`config.mk`:
```
export PLATFORM = sky130hd
export DESIGN_NAME = cas_vector_unit
export DESIGN_NICKNAME = d
export VERILOG_FILES = /design/src/rtl/cas_pkg.sv /design/src/rtl/cas_edge_gen.sv /design/src/rtl/cas_req_track.sv /design/src/rtl/cas_ack_ctl.sv /design/src/rtl/cas_poll_ctl.sv /design/src/rtl/cas_vector_unit.sv
export SDC_FILE = /design/constraint.sdc
export NUM_CORES = 1
export LEC_CHECK = 0
export ABC_CLOCK_PERIOD_IN_PS = 1400
export BUFFER_PORTS_ARGS = -buffer_cell sky130_fd_sc_hd__buf_2
export CAP_MARGIN = 5
export CORE_ASPECT_RATIO = 0.75
export CORE_MARGIN = 2
export CORE_UTILIZATION = 40
export DETAILED_ROUTE_END_ITERATION = 16
export PLACE_DENSITY = 0.77
export SLEW_MARGIN = 20
export SYNTH_ARGS = -nofsm -noshare
export SYNTH_HDL_FRONTEND = slang
export SYNTH_SLANG_ARGS = --single-unit
```
`constraint.sdc`:
```
create_clock -name clk_i -period 1.4 [get_ports clk_i]
set_clock_uncertainty 0.2 [all_clocks]
set_input_delay 0.07 -clock clk_i [delete_from_list [all_inputs] [get_ports clk_i]]
set_output_delay 0.07 -clock clk_i [all_outputs]
set_load 0.01 [all_outputs]
```
`src/rtl/cas_pkg.sv`:
```
package cas_pkg;
  localparam int unsigned LVL_W_DEF  = 3;
  localparam int unsigned VEC_W_DEF  = 8;
  localparam int unsigned CAS_IN_DEF = 2;

  typedef enum logic [1:0] {
    OP_IDLE = 2'd0,
    OP_ACK  = 2'd1,
    OP_POLL = 2'd2
  } cas_op_e;
endpackage

```
`src/rtl/cas_edge_gen.sv`:
```
module cas_edge_gen (
  input  logic clk_i,
  input  logic rst_ni,
  input  logic req_i,
  output logic line_o
);
  logic line_q;

  // high then low so each slave request period yields a new rising edge
  always_ff @(posedge clk_i or negedge rst_ni) begin
    if (!rst_ni) line_q <= 1'b0;
    else         line_q <= req_i & ~line_q;
  end

  assign line_o = line_q;

  p_cas_return_low_r1: assert property (@(posedge clk_i) disable iff (!rst_ni)
    line_o |=> !line_o);
endmodule

```
`src/rtl/cas_req_track.sv`:
```
module cas_req_track #(
  parameter int unsigned LVL_W  = 3,
  parameter int unsigned CAS_IN = 2,
  localparam int unsigned NUM_W = LVL_W + 1
) (
  input  logic             clk_i,
  input  logic             rst_ni,
  input  logic             pri_valid_i,
  input  logic [LVL_W-1:0] pri_level_i,
  input  logic [LVL_W-1:0] sec_level_i,
  output logic             irq_o,
  output logic [NUM_W-1:0] num_o
);
  logic             irq_q;
  logic [NUM_W-1:0] num_q;

  always_ff @(posedge clk_i or negedge rst_ni) begin
    if (!rst_ni) begin
      irq_q <= 1'b0;
      num_q <= '0;
    end else begin
      irq_q <= pri_valid_i;
      num_q <= (pri_level_i == LVL_W'(CAS_IN)) ? {1'b1, sec_level_i}
                                                : {1'b0, pri_level_i};
    end
  end

  assign irq_o = irq_q;
  assign num_o = num_q;

  p_irq_follows_r3: assert property (@(posedge clk_i) disable iff (!rst_ni)
    pri_valid_i |=> irq_o);
  p_irq_drops_r3: assert property (@(posedge clk_i) disable iff (!rst_ni)
    !pri_valid_i |=> !irq_o);
endmodule

```
`src/rtl/cas_ack_ctl.sv`:
```
module cas_ack_ctl #(
  parameter int unsigned LVL_W  = 3,
  parameter int unsigned VEC_W  = 8,
  parameter int unsigned CAS_IN = 2,
  localparam int unsigned NUM_W  = LVL_W + 1,
  localparam int unsigned BASE_W = VEC_W - LVL_W
) (
  input  logic              clk_i,
  input  logic              rst_ni,
  input  logic              go_i,
  input  logic              irq_i,
  input  logic [NUM_W-1:0]  num_i,
  input  logic [BASE_W-1:0] pri_base_i,
  input  logic [BASE_W-1:0] sec_base_i,
  output logic              pri_ack_o,
  output logic [LVL_W-1:0]  pri_ack_lvl_o,
  output logic              sec_ack_o,
  output logic [LVL_W-1:0]  sec_ack_lvl_o,
  output logic [VEC_W-1:0]  vec_o
);
  logic             from_sec;
  logic [LVL_W-1:0] lvl;
  logic [VEC_W-1:0] vec_d, vec_q;

  assign from_sec = num_i[NUM_W-1];
  assign lvl      = num_i[LVL_W-1:0];

  always_comb begin
    pri_ack_o     = go_i & irq_i;
    pri_ack_lvl_o = from_sec ? LVL_W'(CAS_IN) : lvl;
    sec_ack_o     = go_i & irq_i & from_sec;
    sec_ack_lvl_o = lvl;
    if (!irq_i)        vec_d = {pri_base_i, {LVL_W{1'b1}}};  // spurious
    else if (from_sec) vec_d = {sec_base_i, lvl};
    else               vec_d = {pri_base_i, lvl};
  end

  always_ff @(posedge clk_i or negedge rst_ni) begin
    if (!rst_ni)   vec_q <= '0;
    else if (go_i) vec_q <= vec_d;
  end

  assign vec_o = vec_q;

  p_vec_hold_r7: assert property (@(posedge clk_i) disable iff (!rst_ni)
    !go_i |=> $stable(vec_o));
  p_sec_needs_pri_r5: assert property (@(posedge clk_i) disable iff (!rst_ni)
    sec_ack_o |-> (pri_ack_o && pri_ack_lvl_o == LVL_W'(CAS_IN)));
endmodule

```
`src/rtl/cas_poll_ctl.sv`:
```
module cas_poll_ctl #(
  parameter int unsigned LVL_W  = 3,
  parameter int unsigned CAS_IN = 2,
  localparam int unsigned NUM_W = LVL_W + 1
) (
  input  logic             clk_i,
  input  logic             rst_ni,
  input  logic             go_i,
  input  logic             pri_valid_i,
  input  logic [LVL_W-1:0] pri_level_i,
  input  logic             sec_valid_i,
  input  logic [LVL_W-1:0] sec_level_i,
  output logic             pri_clr_o,
  output logic [LVL_W-1:0] pri_clr_lvl_o,
  output logic             sec_clr_o,
  output logic [LVL_W-1:0] sec_clr_lvl_o,
  output logic             isr_sel_o,
  output logic [NUM_W-1:0] num_o
);
  localparam logic [LVL_W-1:0] NONE = {LVL_W{1'b1}};

  logic [LVL_W-1:0] pri_res, sec_res;
  logic             chain;
  logic [NUM_W-1:0] num_q;

  always_comb begin
    pri_res = pri_valid_i ? pri_level_i : NONE;
    sec_res = sec_valid_i ? sec_level_i : NONE;
    chain   = pri_valid_i && (pri_level_i == LVL_W'(CAS_IN));
    // primary clear at the cascade level also covers the slave-poll clear of bit 2
    pri_clr_o     = go_i & pri_valid_i;
    pri_clr_lvl_o = pri_level_i;
    sec_clr_o     = go_i & chain & sec_valid_i;
    sec_clr_lvl_o = sec_level_i;
    isr_sel_o     = go_i;
  end

  always_ff @(posedge clk_i or negedge rst_ni) begin
    if (!rst_ni)   num_q <= '0;
    else if (go_i) num_q <= chain ? {1'b1, sec_res} : {1'b0, pri_res};
  end

  assign num_o = num_q;

  p_sec_clr_chain_r9: assert property (@(posedge clk_i) disable iff (!rst_ni)
    sec_clr_o |-> (pri_clr_o && pri_clr_lvl_o == LVL_W'(CAS_IN)));
  p_poll_hold_r11: assert property (@(posedge clk_i) disable iff (!rst_ni)
    !go_i |=> $stable(num_o));
endmodule

```
`src/rtl/cas_vector_unit.sv`:
```
module cas_vector_unit
  import cas_pkg::*;
#(
  parameter int unsigned LVL_W  = LVL_W_DEF,
  parameter int unsigned VEC_W  = VEC_W_DEF,
  parameter int unsigned CAS_IN = CAS_IN_DEF,
  localparam int unsigned NUM_W  = LVL_W + 1,
  localparam int unsigned BASE_W = VEC_W - LVL_W
) (
  input  logic              clk_i,
  input  logic              rst_ni,
  input  logic              pri_valid_i,
  input  logic [LVL_W-1:0]  pri_level_i,
  input  logic              sec_valid_i,
  input  logic [LVL_W-1:0]  sec_level_i,
  input  logic [BASE_W-1:0] pri_base_i,
  input  logic [BASE_W-1:0] sec_base_i,
  input  logic              ack_i,
  input  logic              poll_i,
  output logic              cas_line_o,
  output logic              irq_o,
  output logic [NUM_W-1:0]  req_num_o,
  output logic              pri_ack_o,
  output logic [LVL_W-1:0]  pri_ack_lvl_o,
  output logic              sec_ack_o,
  output logic [LVL_W-1:0]  sec_ack_lvl_o,
  output logic [VEC_W-1:0]  vec_o,
  output logic              pri_clr_o,
  output logic [LVL_W-1:0]  pri_clr_lvl_o,
  output logic              sec_clr_o,
  output logic [LVL_W-1:0]  sec_clr_lvl_o,
  output logic              isr_sel_o,
  output logic [NUM_W-1:0]  poll_num_o
);
  cas_op_e op;

  // acknowledge outranks a status read in the same cycle
  always_comb begin
    if (ack_i)       op = OP_ACK;
    else if (poll_i) op = OP_POLL;
    else             op = OP_IDLE;
  end

  cas_edge_gen u_edge (
    .clk_i  (clk_i),
    .rst_ni (rst_ni),
    .req_i  (sec_valid_i),
    .line_o (cas_line_o)
  );

  cas_req_track #(.LVL_W(LVL_W), .CAS_IN(CAS_IN)) u_track (
    .clk_i       (clk_i),
    .rst_ni      (rst_ni),
    .pri_valid_i (pri_valid_i),
    .pri_level_i (pri_level_i),
    .sec_level_i (sec_level_i),
    .irq_o       (irq_o),
    .num_o       (req_num_o)
  );

  cas_ack_ctl #(.LVL_W(LVL_W), .VEC_W(VEC_W), .CAS_IN(CAS_IN)) u_ack (
    .clk_i         (clk_i),
    .rst_ni        (rst_ni),
    .go_i          (op == OP_ACK),
    .irq_i         (irq_o),
    .num_i         (req_num_o),
    .pri_base_i    (pri_base_i),
    .sec_base_i    (sec_base_i),
    .pri_ack_o     (pri_ack_o),
    .pri_ack_lvl_o (pri_ack_lvl_o),
    .sec_ack_o     (sec_ack_o),
    .sec_ack_lvl_o (sec_ack_lvl_o),
    .vec_o         (vec_o)
  );

  cas_poll_ctl #(.LVL_W(LVL_W), .CAS_IN(CAS_IN)) u_poll (
    .clk_i         (clk_i),
    .rst_ni        (rst_ni),
    .go_i          (op == OP_POLL),
    .pri_valid_i   (pri_valid_i),
    .pri_level_i   (pri_level_i),
    .sec_valid_i   (sec_valid_i),
    .sec_level_i   (sec_level_i),
    .pri_clr_o     (pri_clr_o),
    .pri_clr_lvl_o (pri_clr_lvl_o),
    .sec_clr_o     (sec_clr_o),
    .sec_clr_lvl_o (sec_clr_lvl_o),
    .isr_sel_o     (isr_sel_o),
    .num_o         (poll_num_o)
  );

  p_ack_wins_r11: assert property (@(posedge clk_i) disable iff (!rst_ni)
    (ack_i && poll_i) |=> $stable(poll_num_o));
  p_ack_no_clr_r11: assert property (@(posedge clk_i) disable iff (!rst_ni)
    ack_i |-> !(pri_clr_o || sec_clr_o || isr_sel_o));
endmodule

```
======== Word-level counts from Yosys, hierarchy flattened ========
Cells that the tools add are included.
word-level totals
  word-level logic and storage cells ...... 25
  input port bits ......................... 22
  output and inout bits ................... 35
  bits in registers ....................... 18
cells by class
  reduce and logical (&&, ||, !) cells .... 1
  eq/ne operators ......................... 3
  mux-type cells .......................... 9
  bitwise operators ....................... 7
operators by type and width
  kind                                           count
  2-to-1 mux 8 bit                               2
  2-to-1 mux 3 bit                               3
  2-to-1 mux 4 bit                               2
  AND 1 bit                                      6
  2-to-1 mux 2 bit                               2
  == test 3 x 2 -> 1 bit, second input constant  1
  == test 2 x 1 -> 1 bit, second input constant  1
  == test 2 bit, second input constant           1
  logical AND 1 bit                              1
  NOT 1 bit                                      1

======== Depth between registers and ports, before layout ========
Gate-level depths: netlist (run 1).
  word-level depth ........................ 5
  gate-level depth with buffers ........... 6

======== Hierarchy ========
From an unflattened synthesis (run 1), not the netlist that was laid out.
unflattened totals
  cells, all modules ...................... 97
  area total of the unflattened synthesis .. 947.2 µm²
by module, submodules not included
  module           seq. area each (µm²)  area each (µm²)  times used  cells an instance
  cas_ack_ctl      200.2                 455.4            1           49
  cas_poll_ctl     100.1                 280.3            1           33
  cas_req_track    125.1                 162.7            1           11
  cas_edge_gen     25.0                  38.8             1           2
  cas_vector_unit  0.0                   10.0             1           2

======== Least setup slack after synthesis (run 1) ========
OpenSTA, ideal clock, no wires.
  path type ............................... register to register
  start point ............................. register u_track.irq_q (netlist: u_track.irq_o)
  end point ............................... register u_ack.vec_q[3] (netlist: u_ack.vec_o[3])
  clock period less this slack ............ 1.263 ns
  arrival time ............................ 0.926 ns
  buffers on the path ..................... 0
  cell stages (with the launch flop) ...... 4
  path slack .............................. 0.137 ns
  library setup time ...................... 0.137 ns
  path through ............................ dfrtp_1 -> nand2_1 -> mux2i_1 -> a21oi_1
between the ends
  cells in the longest elaborated chain, start to end .. 1
RTL lines
  what                    RTL line             text
  from (decl)             cas_req_track.sv:14  logic irq_q;
  from (signal assigned)  cas_req_track.sv:22  irq_q <= pri_valid_i;
  2-to-1 mux 8 bit        cas_ack_ctl.sv:33    if (!irq_i) vec_d = {pri_base_i, {LVL_W{1'b1}}};
  to (signal assigned)    cas_ack_ctl.sv:40    else if (go_i) vec_q <= vec_d;
  to (decl)               cas_ack_ctl.sv:23    logic [VEC_W-1:0] vec_d, vec_q;
Every way passes these cells.
A chain may end at the register's enable or synchronous reset.

======== Worst setup path in the final report (run 1) ========
  start point ............................. input port ack_i
  end point ............................... register u_poll.num_q[0] (netlist: u_poll.num_o[0])
between the ends
  cells in the longest elaborated chain, start to end .. 2
RTL lines
  what                  RTL line               text
  from (decl)           cas_vector_unit.sv:18  input logic ack_i,
  2-to-1 mux 2 bit      cas_vector_unit.sv:39  if (ack_i) op = OP_ACK;
  == test 2 bit         cas_vector_unit.sv:79  .go_i (op == OP_POLL),
  to (signal assigned)  cas_poll_ctl.sv:40     else if (go_i) num_q <= chain ? {1'b1, sec_res} : {1'b0, pri_res};
  to (decl)             cas_poll_ctl.sv:24     logic [NUM_W-1:0] num_q;
Every way passes these cells.

==> impl_metrics.prom, run 1 <==
# TYPE chip_impl_metric gauge
chip_impl_metric{name="fp.coreArea",unit="um^2"} 2010
chip_impl_metric{name="slew_headroom",unit="%"} 73.3
chip_impl_metric{name="final.min_clock_period",unit="ps"} 1410
chip_impl_metric{name="fin_ws",unit="ps"} -9.88
chip_impl_metric{name="clk-insertion-delay-late",unit="ps"} 300
chip_impl_metric{name="gr-usage-all-layers",unit="%"} 20.2
chip_impl_metric{name="grt_first_pass_wirelength",unit="mm"} 3.77
chip_impl_metric{name="ys.warnings.count",unit=""} 0
chip_impl_metric{name="timing.critical_path.required",unit="ps"} 1390
chip_impl_info{name="cts_tree",value="built"} 1
chip_impl_metric{name="worst_slew_pin_slew",unit="ps"} 401
chip_impl_metric{name="drt_drc_violations_left",unit=""} 0
chip_impl_metric{name="htree_levels",unit=""} 1
chip_impl_metric{name="synthToLayoutAreaGrowth",unit="%"} 72.8
chip_impl_metric{name="yosysSeqAreaShare",unit="%"} 52.4
chip_impl_metric{name="timing.final.max_slew_violations",unit=""} 0
chip_impl_metric{name="detail-route-antenna-nets",unit=""} 0
chip_impl_metric{name="post_synth_inst_count",unit=""} 80
chip_impl_metric{name="grt_start_max_net_pins",unit=""} 19
chip_impl_metric{name="globalplace.congestion",unit=""} 0.729
chip_impl_metric{name="whs_path_depth",unit=""} 3
chip_impl_info{name="yosysTopAreaCell",value="sky130_fd_sc_hd__dfrtp_1"} 1
chip_impl_info{name="outcome",value="complete, but fails checks"} 1
chip_impl_info{name="synth.cells.most_frequent",value="18 x sky130_fd_sc_hd__dfrtp_1, 11 x sky130_fd_sc_hd__nor2_1, 9 x sky130_fd_sc_hd__buf_4"} 1
chip_impl_metric{name="cts-buffers-inserted",unit=""} 3
chip_impl_metric{name="std_cell_rows",unit=""} 14
chip_impl_metric{name="vias_per_cell",unit=""} 4.86
chip_impl_metric{name="ff_latch_area",unit="um^2"} 450
chip_impl_metric{name="ys_seq_elements",unit=""} 18
chip_impl_metric{name="number_of_antenna_violations_at_the_first_check_in_global_routing",unit=""} 0
chip_impl_info{name="setup.worst_path.start_class",value="primary input"} 1
chip_impl_metric{name="syn_area_per_cell",unit="um^2"} 10.7
chip_impl_metric{name="dp_hpwl",unit="mm"} 1.49
chip_impl_metric{name="wire_per_inst",unit="um"} 14.2
chip_impl_metric{name="worstPathArrival",unit="ps"} 1400
chip_impl_info{name="cp_capture_type",value="register"} 1
chip_impl_metric{name="multiInputGateArea",unit="um^2"} 304
chip_impl_metric{name="power.leakage",unit="nW"} 0.795
chip_impl_metric{name="first_global_vias",unit=""} 817
chip_impl_metric{name="fmax",unit="MHz"} 709
chip_impl_metric{name="cts.path.max_buffers",unit=""} 2
chip_impl_metric{name="buffer_ports.inserted",unit=""} 56
chip_impl_metric{name="die-area",unit="um^2"} 2540
chip_impl_metric{name="routed-via-count",unit=""} 914
chip_impl_metric{name="number_of_nets_in_the_finished_design",unit=""} 187
chip_impl_metric{name="die-width",unit="um"} 57.5
chip_impl_metric{name="asyncSetResetFlopFracSynth",unit="%"} 100
chip_impl_info{name="synth_top_cells_by_area",value="sky130_fd_sc_hd__dfrtp_1 52%, sky130_fd_sc_hd__buf_4 7.9%, sky130_fd_sc_hd__mux2i_1 5.8%"} 1
chip_impl_metric{name="final_area",unit="um^2"} 1490
chip_impl_info{name="ctsRootBufferMaster",value="sky130_fd_sc_hd__clkbuf_4"} 1
chip_impl_info{name="ys_dominant_reg_cell",value="sky130_fd_sc_hd__dfrtp_1"} 1
chip_impl_metric{name="final_min_period_over_clock_period",unit="%"} 101
chip_impl_metric{name="setup_viol_count_final",unit=""} 2
chip_impl_metric{name="chipHeight",unit="um"} 44.1
chip_impl_metric{name="critPathMaxFanout",unit=""} 4
chip_impl_metric{name="floorplan.initialDensity",unit="%"} 42.7
chip_impl_metric{name="drive_above_1_share",unit="%"} 47.0
chip_impl_metric{name="overflow",unit=""} 0
chip_impl_metric{name="synth_top_area_share",unit="%"} 52.4
chip_impl_metric{name="clkSlewWorstSetupHoldPaths",unit="ps"} 110
chip_impl_metric{name="drt_iter0_markers",unit=""} 18
chip_impl_metric{name="fill_cells",unit=""} 142
chip_impl_metric{name="synth_fp_nets",unit=""} 102
chip_impl_metric{name="power.density_cell_area",unit="nW/um^2"} 832
chip_impl_metric{name="post_dp_cell_area",unit="um^2"} 1090
chip_impl_metric{name="worst-r2r-cell-count",unit=""} 4
chip_impl_metric{name="pin_count",unit=""} 57
chip_impl_info{name="min-delay-path-class",value="primary input to register"} 1
chip_impl_metric{name="finalHoldViolations",unit=""} 0
chip_impl_metric{name="drv_cap",unit=""} 0
chip_impl_metric{name="synth_cell_types",unit=""} 25
chip_impl_metric{name="whs",unit="ps"} 11.3
chip_impl_info{name="rsz0062_at_grt",value="true"} 1
chip_impl_metric{name="synth.cell_area",unit="um^2"} 860
chip_impl_metric{name="drt_pass_1_iters",unit=""} 4
chip_impl_info{name="type_of_the_worst_setup_path",value="primary input to register"} 1
chip_impl_metric{name="number_of_enable_type_register_cells_in_the_synthesized_netlist",unit=""} 0
chip_impl_metric{name="antenna-diode-count",unit=""} 0
chip_impl_metric{name="ir_drop",unit="mV"} 0.726
chip_impl_info{name="violations_in_the_final_reports",value="negative setup slack"} 1
chip_impl_info{name="post-synth-top-count-cell",value="sky130_fd_sc_hd__dfrtp_1"} 1
chip_impl_metric{name="cts_num_sinks",unit=""} 18
chip_impl_metric{name="drt-total-wl",unit="mm"} 2.66
-- cells in the final DEF (no fill, tap or decap), types with 3 or more instances in the layout --
cell,Yosys,layout
sky130_fd_sc_hd__clkbuf_4,0,3
sky130_fd_sc_hd__inv_1,7,7
sky130_fd_sc_hd__dlygate4sd3_1,0,27
sky130_fd_sc_hd__buf_4,9,7
sky130_fd_sc_hd__buf_2,0,54
sky130_fd_sc_hd__a31oi_1,3,3
sky130_fd_sc_hd__o32a_1,3,3
sky130_fd_sc_hd__dfrtp_1,18,18
sky130_fd_sc_hd__a21oi_1,5,5
sky130_fd_sc_hd__buf_6,2,4
sky130_fd_sc_hd__nor2_1,11,10
sky130_fd_sc_hd__mux2i_1,5,5
-- cell families after synthesis --
logic type             share of synthesized area, %
buffers and inverters                          14.0
AO/OA/AOI/OAI                                  13.2
flip-flops                                     52.4
AND/OR/NAND/NOR                                14.6
multiplexers                                   5.82
-- per-stage QoR --
| step | setup TNS, ps | std cells | utilization (%) | worst slack, ps | total power, mW |
|---|---|---|---|---|---|
| global placement | 0 | 150 | 54.2 | 155 | 0.827 |
| CTS | 0 | 179 | 68.6 | 7.65 | 1.22 |
| floorplan | 0 | 80 | - | 137 | 0.727 |
| finish | -10.9 | 188 | 73.7 | -9.88 | 1.24 |
| detailed placement | 0 | 150 | 54.2 | 118 | 0.833 |
| global route | -189 | 188 | 73.7 | -38.1 | 1.30 |
-- flip-flops by register name, indices dropped and copies added, names as in the netlist --
name	flops
u_ack.vec_o	8
u_edge.line_o	1
u_poll.num_o	4
u_track.irq_o	1
u_track.num_o	4
-- critical path: stages --
cell,delay [ps]
sky130_fd_sc_hd__buf_2,120
sky130_fd_sc_hd__nor2b_4,190
sky130_fd_sc_hd__nand2_4,70
sky130_fd_sc_hd__dlygate4sd3_1,610
sky130_fd_sc_hd__o32a_1,350
-- power breakdown --
part / switching, mW / total [mW] / internal, mW
Sequential: 0.0260 / 0.588 / 0.562
Clock: 0.162 / 0.320 / 0.159
Combinational: 0.152 / 0.328 / 0.176
-- metal layers --
| layer | GRT usage (%) | up-vias | part of all wire (%) |
|---|---|---|---|
| met5 | 0 | - | 0 |
| li1 | - | 428 | - |
| met1 | 22.1 | 432 | 38 |
| met2 | 39.1 | 52 | 54 |
| met3 | 6.73 | 2 | 7.6 |
| met4 | 2.79 | 0 | 0.60 |
-- what timing repair did --
| item | in CTS | in global routing |
|---|---|---|
| pin swaps | 0 | 2 |
| resized for setup | 3 | 6 |
| buffers inserted | 3 | 4 |
| setup endpoints to repair | 2 | 11 |
| hold buffers | 22 | 6 |
| hold endpoints to repair | 33 | 6 |
-- final timing paths --
kind	startpoint	end	slack, ps
setup / recovery	ack_i	u_poll.num_o[0]	-10
hold / removal	pri_level_i[2]	u_track.num_o[1]	10
setup reg to reg	u_track.num_o[3]	u_ack.vec_o[7]	80
hold reg to reg	u_edge.line_o	u_edge.line_o	230
max in group asynchronous	rst_ni	u_ack.vec_o[5]	670
min in group asynchronous	rst_ni	u_track.num_o[2]	40
-- final cells by class --
| class | instances | share of cell area [%] |
|---|---|---|
| Timing Repair Buffer | 92 | 43.0 |
| Sequential cell | 18 | 30.3 |
| Multi-Input combinational cell | 43 | 20.5 |
| Clock buffer | 4 | 2.44 |
| Tap cell | 24 | 2.02 |
| Inverter | 7 | 1.77 |
Note: power is estimated with default switching activity, not from simulation.
==> run 2: changes to the inputs <==
--- a/config.mk
+++ b/config.mk
@@ -17,3 +17,4 @@
 export SYNTH_ARGS = -nofsm -noshare
 export SYNTH_HDL_FRONTEND = slang
 export SYNTH_SLANG_ARGS = --single-unit
+export TNS_END_PERCENT = 10
==> run 2 against run 1 <==
The run ends with negative hold slack left. Highest routed layer unchanged. Largest power group unchanged. Power is 2.1% lower. Clock-buffer cell count unchanged. Sequential share of layout area up 1.9 points.
==> impl_metrics.prom, run 2 (synthesis gave the netlist of run 1 again) <==
# TYPE chip_impl_metric gauge
chip_impl_metric{name="number_of_antenna_violations_at_the_first_check_in_global_routing",unit=""} 0
chip_impl_metric{name="pin_count",unit=""} 57
chip_impl_metric{name="drv_cap",unit=""} 0
chip_impl_info{name="cp_capture_type",value="output port"} 1
chip_impl_metric{name="overflow",unit=""} 0
chip_impl_metric{name="cts-buffers-inserted",unit=""} 3
chip_impl_metric{name="htree_levels",unit=""} 1
chip_impl_info{name="violations_in_the_final_reports",value="negative hold slack"} 1
chip_impl_metric{name="finalHoldViolations",unit=""} 7
chip_impl_metric{name="clk-insertion-delay-late",unit="ps"} 300
chip_impl_metric{name="drt_iter0_markers",unit=""} 12
chip_impl_metric{name="drt_drc_violations_left",unit=""} 0
chip_impl_info{name="rsz0062_at_grt",value="true"} 1
chip_impl_metric{name="report.power.total",unit="mW"} 1.21
chip_impl_metric{name="std_cell_rows",unit=""} 14
chip_impl_metric{name="slew_headroom",unit="%"} 73.7
chip_impl_metric{name="timing.critical_path.required",unit="ps"} 1130
chip_impl_metric{name="detail-route-antenna-nets",unit=""} 0
chip_impl_metric{name="dp_hpwl",unit="mm"} 1.49
chip_impl_metric{name="largest_reg_flops",unit=""} 8
chip_impl_metric{name="fp.coreArea",unit="um^2"} 2010
chip_impl_metric{name="gr-usage-all-layers",unit="%"} 20.2
chip_impl_metric{name="drive_above_1_share",unit="%"} 46.5
chip_impl_metric{name="clkSlewWorstSetupHoldPaths",unit="ps"} 110
chip_impl_metric{name="worstPathArrival",unit="ps"} 1130
chip_impl_metric{name="wire_per_inst",unit="um"} 13.8
chip_impl_metric{name="die-width",unit="um"} 57.5
chip_impl_info{name="cp_cell_sequence",value="buf_4 -> and3_4 -> buf_6"} 1
chip_impl_info{name="min-delay-path-class",value="primary input to register"} 1
chip_impl_metric{name="final_min_period_over_clock_period",unit="%"} 99.7
chip_impl_info{name="type_of_the_worst_setup_path",value="register to output port"} 1
chip_impl_info{name="cts_tree",value="built"} 1
chip_impl_metric{name="power.density_cell_area",unit="nW/um^2"} 865
chip_impl_metric{name="first_global_vias",unit=""} 817
chip_impl_metric{name="ir_drop",unit="mV"} 0.717
chip_impl_metric{name="pre_cts_ws",unit="ps"} 118
chip_impl_metric{name="power.leakage",unit="nW"} 0.753
chip_impl_info{name="layout_common_cells",value="54 x sky130_fd_sc_hd__buf_2, 22 x sky130_fd_sc_hd__dlygate4sd3_1, 18 x sky130_fd_sc_hd__dfrtp_1, 10 x sky130_fd_sc_hd__nor2_1, 7 x sky130_fd_sc_hd__inv_1"} 1
chip_impl_metric{name="drt-total-wl",unit="mm"} 2.47
chip_impl_metric{name="floorplan.initialDensity",unit="%"} 42.7
chip_impl_info{name="outcome",value="complete, but fails checks"} 1
chip_impl_metric{name="utilization",unit="%"} 69.4
chip_impl_metric{name="whs",unit="ps"} -283
chip_impl_metric{name="grt_first_pass_wirelength",unit="mm"} 3.77
chip_impl_metric{name="vias_per_cell",unit=""} 4.87
chip_impl_metric{name="timing.final.max_slew_violations",unit=""} 0
chip_impl_metric{name="post_dp_cell_area",unit="um^2"} 1090
chip_impl_info{name="setup.worst_path.start_class",value="register"} 1
chip_impl_metric{name="globalplace.congestion",unit=""} 0.729
chip_impl_info{name="ctsRootBufferMaster",value="sky130_fd_sc_hd__clkbuf_4"} 1
chip_impl_metric{name="number_of_nets_in_the_finished_design",unit=""} 178
chip_impl_metric{name="fill_cells",unit=""} 151
chip_impl_metric{name="grt_start_max_net_pins",unit=""} 19
chip_impl_metric{name="routed-via-count",unit=""} 871
chip_impl_metric{name="drt_pass_1_iters",unit=""} 4
chip_impl_metric{name="fin_ws",unit="ps"} 3.63
chip_impl_metric{name="critPathMaxFanout",unit=""} 3
chip_impl_metric{name="chipHeight",unit="um"} 44.1
chip_impl_metric{name="final.min_clock_period",unit="ps"} 1400
chip_impl_metric{name="cts_num_sinks",unit=""} 18
chip_impl_metric{name="buffer_ports.inserted",unit=""} 56
chip_impl_metric{name="slowest_delay",unit="ps"} 420
chip_impl_metric{name="fmax",unit="MHz"} 716
chip_impl_metric{name="setup_viol_count_final",unit=""} 0
chip_impl_metric{name="die-area",unit="um^2"} 2540
chip_impl_metric{name="cts.path.max_buffers",unit=""} 2
chip_impl_info{name="layout_commonest_cell",value="sky130_fd_sc_hd__buf_2"} 1
chip_impl_metric{name="hold_fix_buffers_at_cts",unit=""} 22
chip_impl_metric{name="final_area",unit="um^2"} 1400
chip_impl_metric{name="antenna-diode-count",unit=""} 0
chip_impl_metric{name="worst_slew_pin_slew",unit="ps"} 395
chip_impl_info{name="critPathSlowestCell",value="sky130_fd_sc_hd__dfrtp_1"} 1
chip_impl_metric{name="synthToLayoutAreaGrowth",unit="%"} 62.7
run 2: cell types whose count changed in the layout (fill, tap and decap cells not counted):
cell / before / now
sky130_fd_sc_hd__and2_1: 0 / 1
sky130_fd_sc_hd__dlygate4sd3_1: 27 / 22
sky130_fd_sc_hd__and2_4: 1 / 0
sky130_fd_sc_hd__buf_6: 4 / 3
sky130_fd_sc_hd__buf_4: 7 / 4
run 2: final timing paths:
check	start	slack, ps	cells past startpoint	endpoint
setup / recovery	u_track.num_o[3]	4	3	sec_ack_o
hold reg to reg	u_edge.line_o	230	1	u_edge.line_o
max in group asynchronous	rst_ni	670	2	u_ack.vec_o[5]
hold / removal	pri_valid_i	-280	1	u_track.irq_o
min in group asynchronous	rst_ni	40	2	u_track.num_o[2]
setup reg to reg	u_track.num_o[3]	70	4	u_ack.vec_o[7]
run 2: per-stage QoR:
stage / setup TNS (ps) / instances
after floorplan: 0 / 80
after global placement: 0 / 150
after detailed placement: 0 / 150
after CTS: 0 / 179
after global routing: -149 / 179
final: 0 / 179
run 2: worst max-delay path: cells and delay by family, from the launching register on:
| family | cells | cell delay, ps |
|---|---|---|
| flops | 1 | 420 |
| buf+inv | 2 | 270 |
| simple gates | 1 | 150 |
run 2: layout make-up:
class	count	area (um^2)	area share [%]
clock buffer	4	36.3	2.59
inverter	7	26.3	1.88
multi-input combinational	43	302	21.6
sequential	18	450	32.2
tap	24	30.0	2.15
timing repair buffer	83	554	39.6
run 2: where the power goes:
part	leakage, nW	internal [mW]	switching (mW)
sequential	0.202	0.562	0.0251
combinational	0.530	0.158	0.147
clock	0.0210	0.159	0.160
total	0.753	0.878	0.332
run 2: routing by layer:
| metal | share of wire [%] | vias to the layer above | global-route usage (%) |
|---|---|---|---|
| met5 | 0 | - | 0 |
| met4 | 0.65 | 0 | 2.79 |
| met3 | 7.5 | 2 | 6.73 |
| met2 | 54 | 52 | 39.1 |
| met1 | 38 | 403 | 22.1 |
| li1 | - | 414 | - |
run 2: timing repair:
item                                    in CTS  in global routing
hold endpoints to repair                    33                  7
endpoints found under the setup margin       2                 11
resized for setup                            3                  4
pin swaps                                    0                  1
setup buffers                                3                  0
